===== src/rtl/pci_cfg_pkg.sv =====
package pci_cfg_pkg;
  localparam int ADDR_W   = 11;
  localparam int DATA_W   = 32;
  localparam int LANES    = DATA_W / 8;
  localparam int IDX_W    = 6;
  localparam int ERR_W    = 5;
  localparam int HDR_DW   = 16;

  // strobes handed from control to datapath
  typedef struct packed {
    logic             wrEn;
    logic             rdEn;
    logic [IDX_W-1:0] idx;
  } cfgStrobe_t;

  // header DWORD indices
  localparam logic [IDX_W-1:0] IDX_ID     = 6'd0;
  localparam logic [IDX_W-1:0] IDX_STSCMD = 6'd1;
  localparam logic [IDX_W-1:0] IDX_CLASS  = 6'd2;
  localparam logic [IDX_W-1:0] IDX_MISC   = 6'd3;
  localparam logic [IDX_W-1:0] IDX_BAR    = 6'd4;
  localparam logic [IDX_W-1:0] IDX_SUBSYS = 6'd11;
  localparam logic [IDX_W-1:0] IDX_INTR   = 6'd15;
endpackage


===== src/rtl/pci_cfg_ctrl.sv =====
module pci_cfg_ctrl
  import pci_cfg_pkg::*;
#(
  parameter logic [2:0] FUNC_NUM = 3'd0
) (
  input  logic              clk,
  input  logic              rstN,
  input  logic              addrValid,
  input  logic              idsel,
  input  logic              cfgCmd,
  input  logic              cfgWrite,
  input  logic [ADDR_W-1:0] adAddr,
  input  logic              dataValid,
  input  logic              xferEnd,
  output cfgStrobe_t        strobe,
  output logic              claimed,
  output logic              isWrite,
  output logic [IDX_W-1:0]  curIdx
);
  logic addrHit;
  logic phaseAct;

  assign addrHit  = idsel && cfgCmd && (adAddr[1:0] == 2'b00) && (adAddr[10:8] == FUNC_NUM);
  assign phaseAct = claimed && dataValid;

  always_ff @(posedge clk or negedge rstN) begin
    if (!rstN) begin
      claimed <= 1'b0;
      isWrite <= 1'b0;
      curIdx  <= '0;
    end else if (addrValid) begin
      claimed <= addrHit;
      isWrite <= cfgWrite;
      curIdx  <= adAddr[7:2];
    end else if (xferEnd) begin
      claimed <= 1'b0;
    end else if (phaseAct) begin
      curIdx <= curIdx + 1'b1;
    end
  end

  always_comb begin
    strobe.wrEn = phaseAct && isWrite;
    strobe.rdEn = phaseAct && !isWrite;
    strobe.idx  = curIdx;
  end
endmodule


===== src/rtl/pci_cfg_regs.sv =====
module pci_cfg_regs
  import pci_cfg_pkg::*;
#(
  parameter logic [15:0] VENDOR_ID   = 16'h1A2B,
  parameter logic [15:0] DEVICE_ID   = 16'h0C3D,
  parameter logic [7:0]  REV_ID      = 8'h05,
  parameter logic [23:0] CLASS_CODE  = 24'h048000,
  parameter logic [7:0]  HEADER_TYPE = 8'h80,
  parameter logic [15:0] SUBSYS_VID  = 16'h1A2B,
  parameter logic [15:0] SUBSYS_ID   = 16'h0001,
  parameter logic [15:0] CMD_WMASK   = 16'h0146,
  parameter logic [15:0] STATUS_RO   = 16'h0200,
  parameter logic [7:0]  INT_PIN     = 8'h01,
  parameter logic [7:0]  MIN_GNT     = 8'h10,
  parameter logic [7:0]  MAX_LAT     = 8'h28,
  parameter int          BAR_LSB     = 12
) (
  input  logic              clk,
  input  logic              rstN,
  input  cfgStrobe_t        strobe,
  input  logic [DATA_W-1:0] wrData,
  input  logic [LANES-1:0]  byteEnN,
  input  logic [ERR_W-1:0]  errPulse,
  output logic [DATA_W-1:0] rdData,
  output logic              rdValid,
  output logic [15:0]       cmdReg,
  output logic [ERR_W-1:0]  statusErr
);
  localparam logic [DATA_W-1:0] BAR_MASK = ~((DATA_W'(1) << BAR_LSB) - DATA_W'(1));

  logic [DATA_W-1:0] laneMask;
  logic [7:0]        latTimer;
  logic [7:0]        intLine;
  logic [DATA_W-1:0] barReg;
  logic [ERR_W-1:0]  errClr;
  logic [15:0]       cmdMask;
  logic [DATA_W-1:0] barWMask;
  logic [DATA_W-1:0] rdMux;
  logic              hitStsCmd, hitMisc, hitBar, hitIntr;

  // one byte of mask per enabled lane
  for (genvar g = 0; g < LANES; g++) begin : g_lane
    assign laneMask[8*g +: 8] = {8{~byteEnN[g]}};
  end

  assign hitStsCmd = strobe.wrEn && (strobe.idx == IDX_STSCMD);
  assign hitMisc   = strobe.wrEn && (strobe.idx == IDX_MISC);
  assign hitBar    = strobe.wrEn && (strobe.idx == IDX_BAR);
  assign hitIntr   = strobe.wrEn && (strobe.idx == IDX_INTR);

  assign cmdMask  = CMD_WMASK & laneMask[15:0];
  assign barWMask = BAR_MASK & laneMask;
  assign errClr   = (hitStsCmd && !byteEnN[3]) ? wrData[31:32-ERR_W] : '0;

  always_ff @(posedge clk or negedge rstN) begin
    if (!rstN) begin
      cmdReg    <= '0;
      statusErr <= '0;
      latTimer  <= '0;
      intLine   <= '0;
      barReg    <= '0;
    end else begin
      if (hitStsCmd) cmdReg <= (cmdReg & ~cmdMask) | (wrData[15:0] & cmdMask);
      statusErr <= (statusErr & ~errClr) | errPulse;
      if (hitMisc && !byteEnN[1]) latTimer <= wrData[15:8];
      if (hitIntr && !byteEnN[0]) intLine <= wrData[7:0];
      if (hitBar) barReg <= (barReg & ~barWMask) | (wrData & barWMask);
    end
  end

  always_comb begin
    unique case (strobe.idx)
      IDX_ID:     rdMux = {DEVICE_ID, VENDOR_ID};
      IDX_STSCMD: rdMux = {statusErr, STATUS_RO[15-ERR_W:0], cmdReg};
      IDX_CLASS:  rdMux = {CLASS_CODE, REV_ID};
      IDX_MISC:   rdMux = {8'h00, HEADER_TYPE, latTimer, 8'h00};
      IDX_BAR:    rdMux = barReg;
      IDX_SUBSYS: rdMux = {SUBSYS_ID, SUBSYS_VID};
      IDX_INTR:   rdMux = {MAX_LAT, MIN_GNT, INT_PIN, intLine};
      default:    rdMux = '0;
    endcase
  end

  always_ff @(posedge clk or negedge rstN) begin
    if (!rstN) begin
      rdData  <= '0;
      rdValid <= 1'b0;
    end else begin
      rdValid <= strobe.rdEn;
      if (strobe.rdEn) rdData <= rdMux;
    end
  end
endmodule


===== src/rtl/pci_cfg_header.sv =====
module pci_cfg_header
  import pci_cfg_pkg::*;
#(
  parameter logic [2:0]  FUNC_NUM    = 3'd0,
  parameter logic [15:0] VENDOR_ID   = 16'h1A2B,
  parameter logic [15:0] DEVICE_ID   = 16'h0C3D,
  parameter logic [7:0]  REV_ID      = 8'h05,
  parameter logic [23:0] CLASS_CODE  = 24'h048000,
  parameter logic [7:0]  HEADER_TYPE = 8'h80,
  parameter logic [15:0] SUBSYS_VID  = 16'h1A2B,
  parameter logic [15:0] SUBSYS_ID   = 16'h0001,
  parameter logic [15:0] CMD_WMASK   = 16'h0146,
  parameter logic [15:0] STATUS_RO   = 16'h0200,
  parameter logic [7:0]  INT_PIN     = 8'h01,
  parameter logic [7:0]  MIN_GNT     = 8'h10,
  parameter logic [7:0]  MAX_LAT     = 8'h28,
  parameter int          BAR_LSB     = 12
) (
  input  logic        clk,
  input  logic        rstN,
  input  logic        addrValid,
  input  logic        idsel,
  input  logic        cfgCmd,
  input  logic        cfgWrite,
  input  logic [10:0] adAddr,
  input  logic        dataValid,
  input  logic [31:0] wrData,
  input  logic [3:0]  byteEnN,
  input  logic        xferEnd,
  input  logic [4:0]  errPulse,
  output logic        claimed,
  output logic        rdValid,
  output logic [31:0] rdData
);
  cfgStrobe_t       strobe;
  logic             isWrite;
  logic [IDX_W-1:0] curIdx;
  logic [15:0]      cmdReg;
  logic [ERR_W-1:0] statusErr;

  pci_cfg_ctrl #(.FUNC_NUM(FUNC_NUM)) u_ctrl (
    .clk(clk), .rstN(rstN), .addrValid(addrValid), .idsel(idsel),
    .cfgCmd(cfgCmd), .cfgWrite(cfgWrite), .adAddr(adAddr),
    .dataValid(dataValid), .xferEnd(xferEnd), .strobe(strobe),
    .claimed(claimed), .isWrite(isWrite), .curIdx(curIdx)
  );

  pci_cfg_regs #(
    .VENDOR_ID(VENDOR_ID), .DEVICE_ID(DEVICE_ID), .REV_ID(REV_ID),
    .CLASS_CODE(CLASS_CODE), .HEADER_TYPE(HEADER_TYPE),
    .SUBSYS_VID(SUBSYS_VID), .SUBSYS_ID(SUBSYS_ID), .CMD_WMASK(CMD_WMASK),
    .STATUS_RO(STATUS_RO), .INT_PIN(INT_PIN), .MIN_GNT(MIN_GNT),
    .MAX_LAT(MAX_LAT), .BAR_LSB(BAR_LSB)
  ) u_regs (
    .clk(clk), .rstN(rstN), .strobe(strobe), .wrData(wrData),
    .byteEnN(byteEnN), .errPulse(errPulse), .rdData(rdData),
    .rdValid(rdValid), .cmdReg(cmdReg), .statusErr(statusErr)
  );
endmodule


===== config.mk =====
export PLATFORM = sky130hd
export DESIGN_NAME = pci_cfg_header
export DESIGN_NICKNAME = d
export VERILOG_FILES = /design/src/rtl/pci_cfg_pkg.sv /design/src/rtl/pci_cfg_ctrl.sv /design/src/rtl/pci_cfg_regs.sv /design/src/rtl/pci_cfg_header.sv
export SDC_FILE = /design/constraint.sdc
export NUM_CORES = 1
export LEC_CHECK = 0
export BUFFER_PORTS_ARGS = -buffer_cell sky130_fd_sc_hd__buf_2
export CAP_MARGIN = 0
export CORE_UTILIZATION = 53
export DETAILED_ROUTE_END_ITERATION = 8
export HOLD_SLACK_MARGIN = 0.05
export PLACE_DENSITY = 0.81
export SETUP_SLACK_MARGIN = 0.05
export SLEW_MARGIN = 20
export SYNTH_ARGS = -nofsm -noshare
export SYNTH_HDL_FRONTEND = slang
export SYNTH_SLANG_ARGS = --single-unit

===== constraint.sdc =====
create_clock -name clk -period 2.5 [get_ports clk]
set_input_delay 0.125 -clock clk [delete_from_list [all_inputs] [get_ports clk]]
set_output_delay 0.125 -clock clk [all_outputs]
set_load 0.01 [all_outputs]

==> results of run 1 <==
-- tightest hold or removal path: stages --
cell     delay [ps]
buf_2            70
nor2_1           30
nand3_1          60
o21ai_0          70
-- power breakdown --
group          internal (mW)  switching, mW
Clock                  0.512          0.478
Combinational          0.128          0.121
Sequential              1.41         0.0319
Total                   2.05          0.631
-- per-layer routing --
layer | routed length [microns] | vias to the layer above | part of all wire (%)
met5 | 0 | - | 0
met4 | 154 | 0 | 1.6
met3 | 643 | 15 | 6.8
met2 | 4640 | 128 | 49
met1 | 4030 | 1545 | 43
li1 | - | 1450 | -
-- kinds of logic after synthesis --
kind of cell    synth area share (%)
fa+ha+maj                       1.32
buf+inv                         2.85
flops                           56.9
xor+xnor                        1.16
mux                             12.9
simple gates                    14.0
compound gates                  10.9
-- cells in the mapped netlist, drive strengths merged, types with 2 or more instances --
cell	instances
dfrtp	86
nand2	56
mux2	42
o21ai	25
nor2	21
a21oi	11
a22oi	10
buf	8
clkbuf	8
nand3	8
nor3	6
a21o	5
inv	5
ha	4
nor4	4
nand4	3
o31ai	3
xor2	3
a211oi	2
a311oi	2
nor2b	2
xnor2	2
-- worst max-delay path by stage --
stage | startpoint | end | slack (ps) | cells past startpoint
floorplan | u_ctrl.curIdx[2] | flop | 730 | 6
global placement | u_ctrl.curIdx[3] | flop | 500 | 4
detailed placement | u_ctrl.curIdx[3] | flop | 360 | 4
CTS | u_ctrl.curIdx[3] | flop | 340 | 4
global route | u_ctrl.curIdx[3] | flop | 140 | 4
finish | u_ctrl.curIdx[3] | flop | 300 | 4
-- layout make-up --
type | instances | area, sq um | area share, %
clock inverters | 3 | 43.8 | 0.875
repair buffers | 148 | 996 | 19.9
multi-input cells | 225 | 1520 | 30.4
clock buffers | 12 | 155 | 3.10
flip-flops and latches | 86 | 2150 | 43.0
well taps | 96 | 120 | 2.40
inverters | 5 | 18.8 | 0.375
-- timing repair --
| item | in CTS | in global routing |
|---|---|---|
| hold buffers | 46 | 0 |
| endpoints found under the hold margin | 99 | 0 |
| setup endpoints to repair | 0 | 0 |
| buffers inserted | 0 | 0 |
-- stage by stage --
stage          utilization [%]  total power [mW]  cells  instance area [sq um]  hold slack, ps
2_1_floorplan                -              1.55    332                   3780            -171
3_3_place_gp              63.6              1.65    514                   4350             165
3_5_place_dp              63.6              1.66    514                   4350             164
4_1_cts                   73.3              2.68    575                   5010            55.5
5_1_grt                   73.3              2.77    575                   5010            87.2
6_report                  73.3              2.68    575                   5010            55.0
==> flow_metrics.py, run 1 <==
metrics = {
    "finish": {
        "diodes": 0,
        "drive_gt1_share_pct": 35.5,
        "final_cell_mix": "92 x buf_2, 86 x dfrtp_1, 54 x nand2_1",
        "nNetsFinal": 539,
        "fill_cells": 522,
        "syn2layout_area_growth_pct": 32.4,
        "mostFrequentLayoutCell": "buf_2",
    },
    "timing": {
        "finalSetupTns_ps": 0,
        "rsz0062_at_grt": "no",
        "drv_slew": 0,
        "hold_viol": 0,
        "period_share_pct": 88.0,
        "setup_ws_ps": 300,
        "setup_viol": 0,
        "min_period_ps": 2200,
        "tightest_slew_ps": 657,
        "fmax_ghz": 0.455,
        "relSlewSlack_pct": 55.8,
        "skew_ps": 6.66,
    },
    "synthesis": {
        "postSynthCellCount": 332,
        "synth_cell_types": 51,
        "synthesis.nets": 396,
        "ys_seq_area_share_pct": 56.9,
        "synth-edff-count": 0,
        "synth_area_sq_um": 3780,
        "synth.area.top_cells": "dfrtp_1 57%, mux2_2 12%, nand2_1 5.4%, o21ai_0 3.0%, a22oi_1 2.0%",
        "synth_top_area_share_pct": 56.9,
        "synth_area_leader_cell": "dfrtp_1",
        "synth.avg_cell_area_sq_um": 11.4,
        "ys_warn_count": 0,
        "ys_seq_elements": 86,
        "synthArstFlopShare_pct": 100,
        "synthFlopType": "dfrtp_1",
    },
    "grt": {
        "grt_pass1_wl_microns": 15300,
        "use_met1_pct": 35.5,
        "gr-max-usage-layer": "met2",
        "grt_overflow": 0,
        "antenna_found_initial": 0,
        "grtUsageMet3_pct": 4.95,
        "grt_pass1_vias": 3170,
        "grtUsageTotal_pct": 27.5,
        "use_met2_pct": 46.4,
        "grt_max_degree": 49,
    },
    "floorplan": {
        "pin_count": 94,
        "die_x_microns": 86.5,
        "die_h_microns": 86.5,
        "coreArea_sq_um": 6830,
        "initial_core_util_pct": 55.3,
        "die_area_sq_um": 7480,
        "core.rowCount": 30,
    },
    "drt": {
        "dr.pass1.iters": 4,
        "wirelength_microns": 9460,
        "vias": 3138,
        "antenna_left": 0,
        "first_iter_violations": 218,
        "via_per_inst": 5.46,
        "avgRoutedWirePerCell_microns": 16.5,
        "drc": 0,
    },
    "clock_tree": {
        "h-tree-depth": 3,
        "cts.sinks": 86,
        "cts_inserted_buffers": 9,
        "path_clk_slew_ps": 80,
        "cts-resized-gates": 0,
        "clock_latency_ps": 360,
        "cts_root_buf": "clkbuf_8",
        "cts_tree": "built",
        "clockBufferDepth": 2,
    },
    "outcome": {
        "status": "completed",
    },
    "pwr": {
        "ir_drop_uv": 389,
        "power_density_nw_per_um2": 535,
        "power.leakage_nw": 2.49,
    },
    "setup_path": {
        "cp_max_fo": 12,
        "required_ps": 2740,
        "worstPathCellList": "nor3_1, nand3_1, nor2_2, mux2_2",
        "crit_path_max_incr_delay_ps": 520,
        "r2r-start": "u_ctrl.curIdx[3]",
        "arrival_ps": 2440,
        "crit_buf_inv": 0,
        "critPathKind": "reg -> reg",
        "startpoint_type": "flop",
        "path_delay_family": "simple AND/OR/NAND/NOR gates",
        "setup.worst_path.end_class": "flop",
        "r2r_slack_ps": 300,
        "worst_r2r_path_depth": 4,
        "cpMaxStageDelayCell": "dfrtp_1",
    },
    "place": {
        "pre_cts_ws_ps": 358,
        "dp_hpwl_microns": 6310,
        "io_buffer_count": 93,
        "place.gp.congestion": 0.847,
    },
    "worst_hold_path": {
        "hold-path-endpoint": "u_ctrl.claimed",
        "worstHoldPathCells": 4,
        "worstHoldStart": "adAddr[1]",
        "hold_path_class": "in -> reg",
    },
    "flow_run": {
        "cap_violations": 0,
    },
}
Power figures use the tool's default switching activity.
==> run 2: changes to the inputs <==
--- a/config.mk
+++ b/config.mk
@@ -15,4 +15,5 @@
 export SLEW_MARGIN = 20
 export SYNTH_ARGS = -nofsm -noshare
 export SYNTH_HDL_FRONTEND = slang
+export SYNTH_HIERARCHICAL = 1
 export SYNTH_SLANG_ARGS = --single-unit
==> constraint.sdc (replaced) <==
create_clock -name clk -period 2.52 [get_ports clk]
set_input_delay 0.126 -clock clk [delete_from_list [all_inputs] [get_ports clk]]
set_output_delay 0.126 -clock clk [all_outputs]
set_load 0.01 [all_outputs]
==> flow_metrics.py, run 2 <==
metrics = {
    "finish": {
        "syn2layout_area_growth_pct": 31.3,
        "fill_cells": 498,
        "final_cells": 568,
        "fin_util_pct": 72.5,
        "nNetsFinal": 528,
        "diodes": 0,
        "drive_gt1_share_pct": 35.8,
        "multi_input_area_sq_um": 1470,
        "mostFrequentLayoutCell": "buf_2",
        "final_cell_mix": "92 x buf_2, 86 x dfrtp_1, 45 x dlygate4sd3_1",
        "ff_latch_area_sq_um": 2150,
    },
    "timing": {
        "drv_slew": 0,
        "setup_viol": 0,
        "tightest_slew_ps": 641,
        "finalSetupTns_ps": 0,
        "fmax_ghz": 0.486,
        "period_share_pct": 81.6,
        "min_period_ps": 2060,
        "relSlewSlack_pct": 57.2,
        "rsz0062_at_grt": "no",
        "hold_viol": 0,
        "skew_ps": 7.51,
    },
    "grt": {
        "use_met1_pct": 32.6,
        "grt_max_degree": 52,
        "grt_pass1_wl_microns": 14000,
        "grtUsageMet3_pct": 3.71,
        "gr-max-usage-layer": "met2",
        "use_met2_pct": 40.7,
        "antenna_found_initial": 0,
        "grt_pass1_vias": 2924,
        "grt_overflow": 0,
        "grtUsageTotal_pct": 24.9,
    },
    "outcome": {
        "status": "completed",
    },
    "place": {
        "placedCellCount": 507,
        "dp_hpwl_microns": 5830,
        "io_buffer_count": 93,
        "place.gp.congestion": 0.848,
    },
    "clock_tree": {
        "path_clk_slew_ps": 80,
        "cts-resized-gates": 0,
        "cts_root_buf": "clkbuf_8",
        "holdBufCountCts": 45,
        "post_cts_buffers": 0,
        "h-tree-depth": 3,
        "cts_tree": "built",
        "clockBufferDepth": 2,
        "cts.sinks": 86,
        "cts_inserted_buffers": 9,
        "clock_latency_ps": 350,
    },
    "floorplan": {
        "core.rowCount": 30,
        "die_h_microns": 86.6,
        "initial_core_util_pct": 55.2,
        "die_x_microns": 86.6,
        "pin_count": 94,
        "coreArea_sq_um": 6870,
        "die_area_sq_um": 7500,
    },
    "pwr": {
        "clkPwrFrac_pct": 35.2,
        "combPwrFrac_pct": 11.3,
        "power.leakage_nw": 2.51,
        "seqPwrFrac_pct": 53.5,
        "ir_drop_uv": 262,
        "power_density_nw_per_um2": 550,
        "power.internal_mw": 2.07,
        "sw_frac_of_total_pct": 24.3,
        "switchingPower_mw": 0.667,
        "total_power_mw": 2.74,
    },
    "setup_path": {
        "required_ps": 2760,
        "critPathKind": "reg -> reg",
        "arrival_ps": 2300,
        "setup.worst_path.end_class": "flop",
        "startpoint_type": "flop",
        "cp_max_fo": 11,
    },
    "synthesis": {
        "ys_warn_count": 6,
        "synth_area_sq_um": 3790,
        "synthesis.nets": 392,
        "postSynthCellCount": 331,
        "synth.avg_cell_area_sq_um": 11.5,
    },
    "drt": {
        "avgRoutedWirePerCell_microns": 15.2,
        "first_iter_violations": 166,
        "wirelength_microns": 8640,
        "dr.pass1.iters": 4,
        "antenna_left": 0,
        "drc": 0,
        "via_per_inst": 5.28,
        "vias": 2999,
    },
    "worst_hold_path": {
        "hold_path_class": "in -> reg",
    },
    "flow_run": {
        "cap_violations": 0,
    },
}
[run 2: metrics by stage]
stage	hold slack (ps)	setup WS, ps	cell area [sq um]
after floorplan	-170	596	3790
after global placement	183	573	4330
after detailed placement	189	487	4330
after CTS	127	482	4980
after global routing	148	327	4980
final	137	464	4980
[run 2: path summary, 6_finish.rpt]
check                                    start             endpoint  slack [ps]  cells past startpoint
min reg2reg                u_regs/statusErr[0]  u_regs/statusErr[0]         490                      1
min in group asynchronous                 rstN    u_regs/rdData[15]         330                      2
max                           u_ctrl/curIdx[3]   u_regs/latTimer[3]         460                      4
max in group asynchronous                 rstN     u_regs/rdData[1]        1460                      3
min                                  adAddr[9]       u_ctrl/claimed         140                      3
max reg2reg                   u_ctrl/curIdx[3]   u_regs/latTimer[3]         460                      4
[run 2: layout make-up]
| class | instances | share of cell area (%) |
|---|---|---|
| Sequential cell | 86 | 43.2 |
| Multi-Input combinational cell | 209 | 29.5 |
| Timing Repair Buffer | 147 | 19.8 |
| Clock buffer | 12 | 2.91 |
| Tap cell | 96 | 2.41 |
| Clock inverter | 4 | 1.11 |
| Inverter | 14 | 1.06 |
[run 2: critical path, cell delays in order, from the launching register on]
cell	delay [ps]
dfrtp_1	500
nor4_2	450
and3_1	250
and2_1	370
mux2_2	380
[run 2: routing by layer]
layer	vias to the layer above	wire (microns)
met3	20	434
li1	1443	-
met4	0	237
met1	1430	3700
met2	106	4260
met5	-	0
[run 2: power by group through the flow]
stage	combinational, mW	clock [mW]	sequential, mW
6_report	0.309	0.965	1.46
4_1_cts	0.309	0.994	1.46
2_1_floorplan	0.117	0	1.50
3_5_place_dp	0.255	0	1.49
5_1_grt	0.343	1.05	1.47
3_3_place_gp	0.250	0	1.49
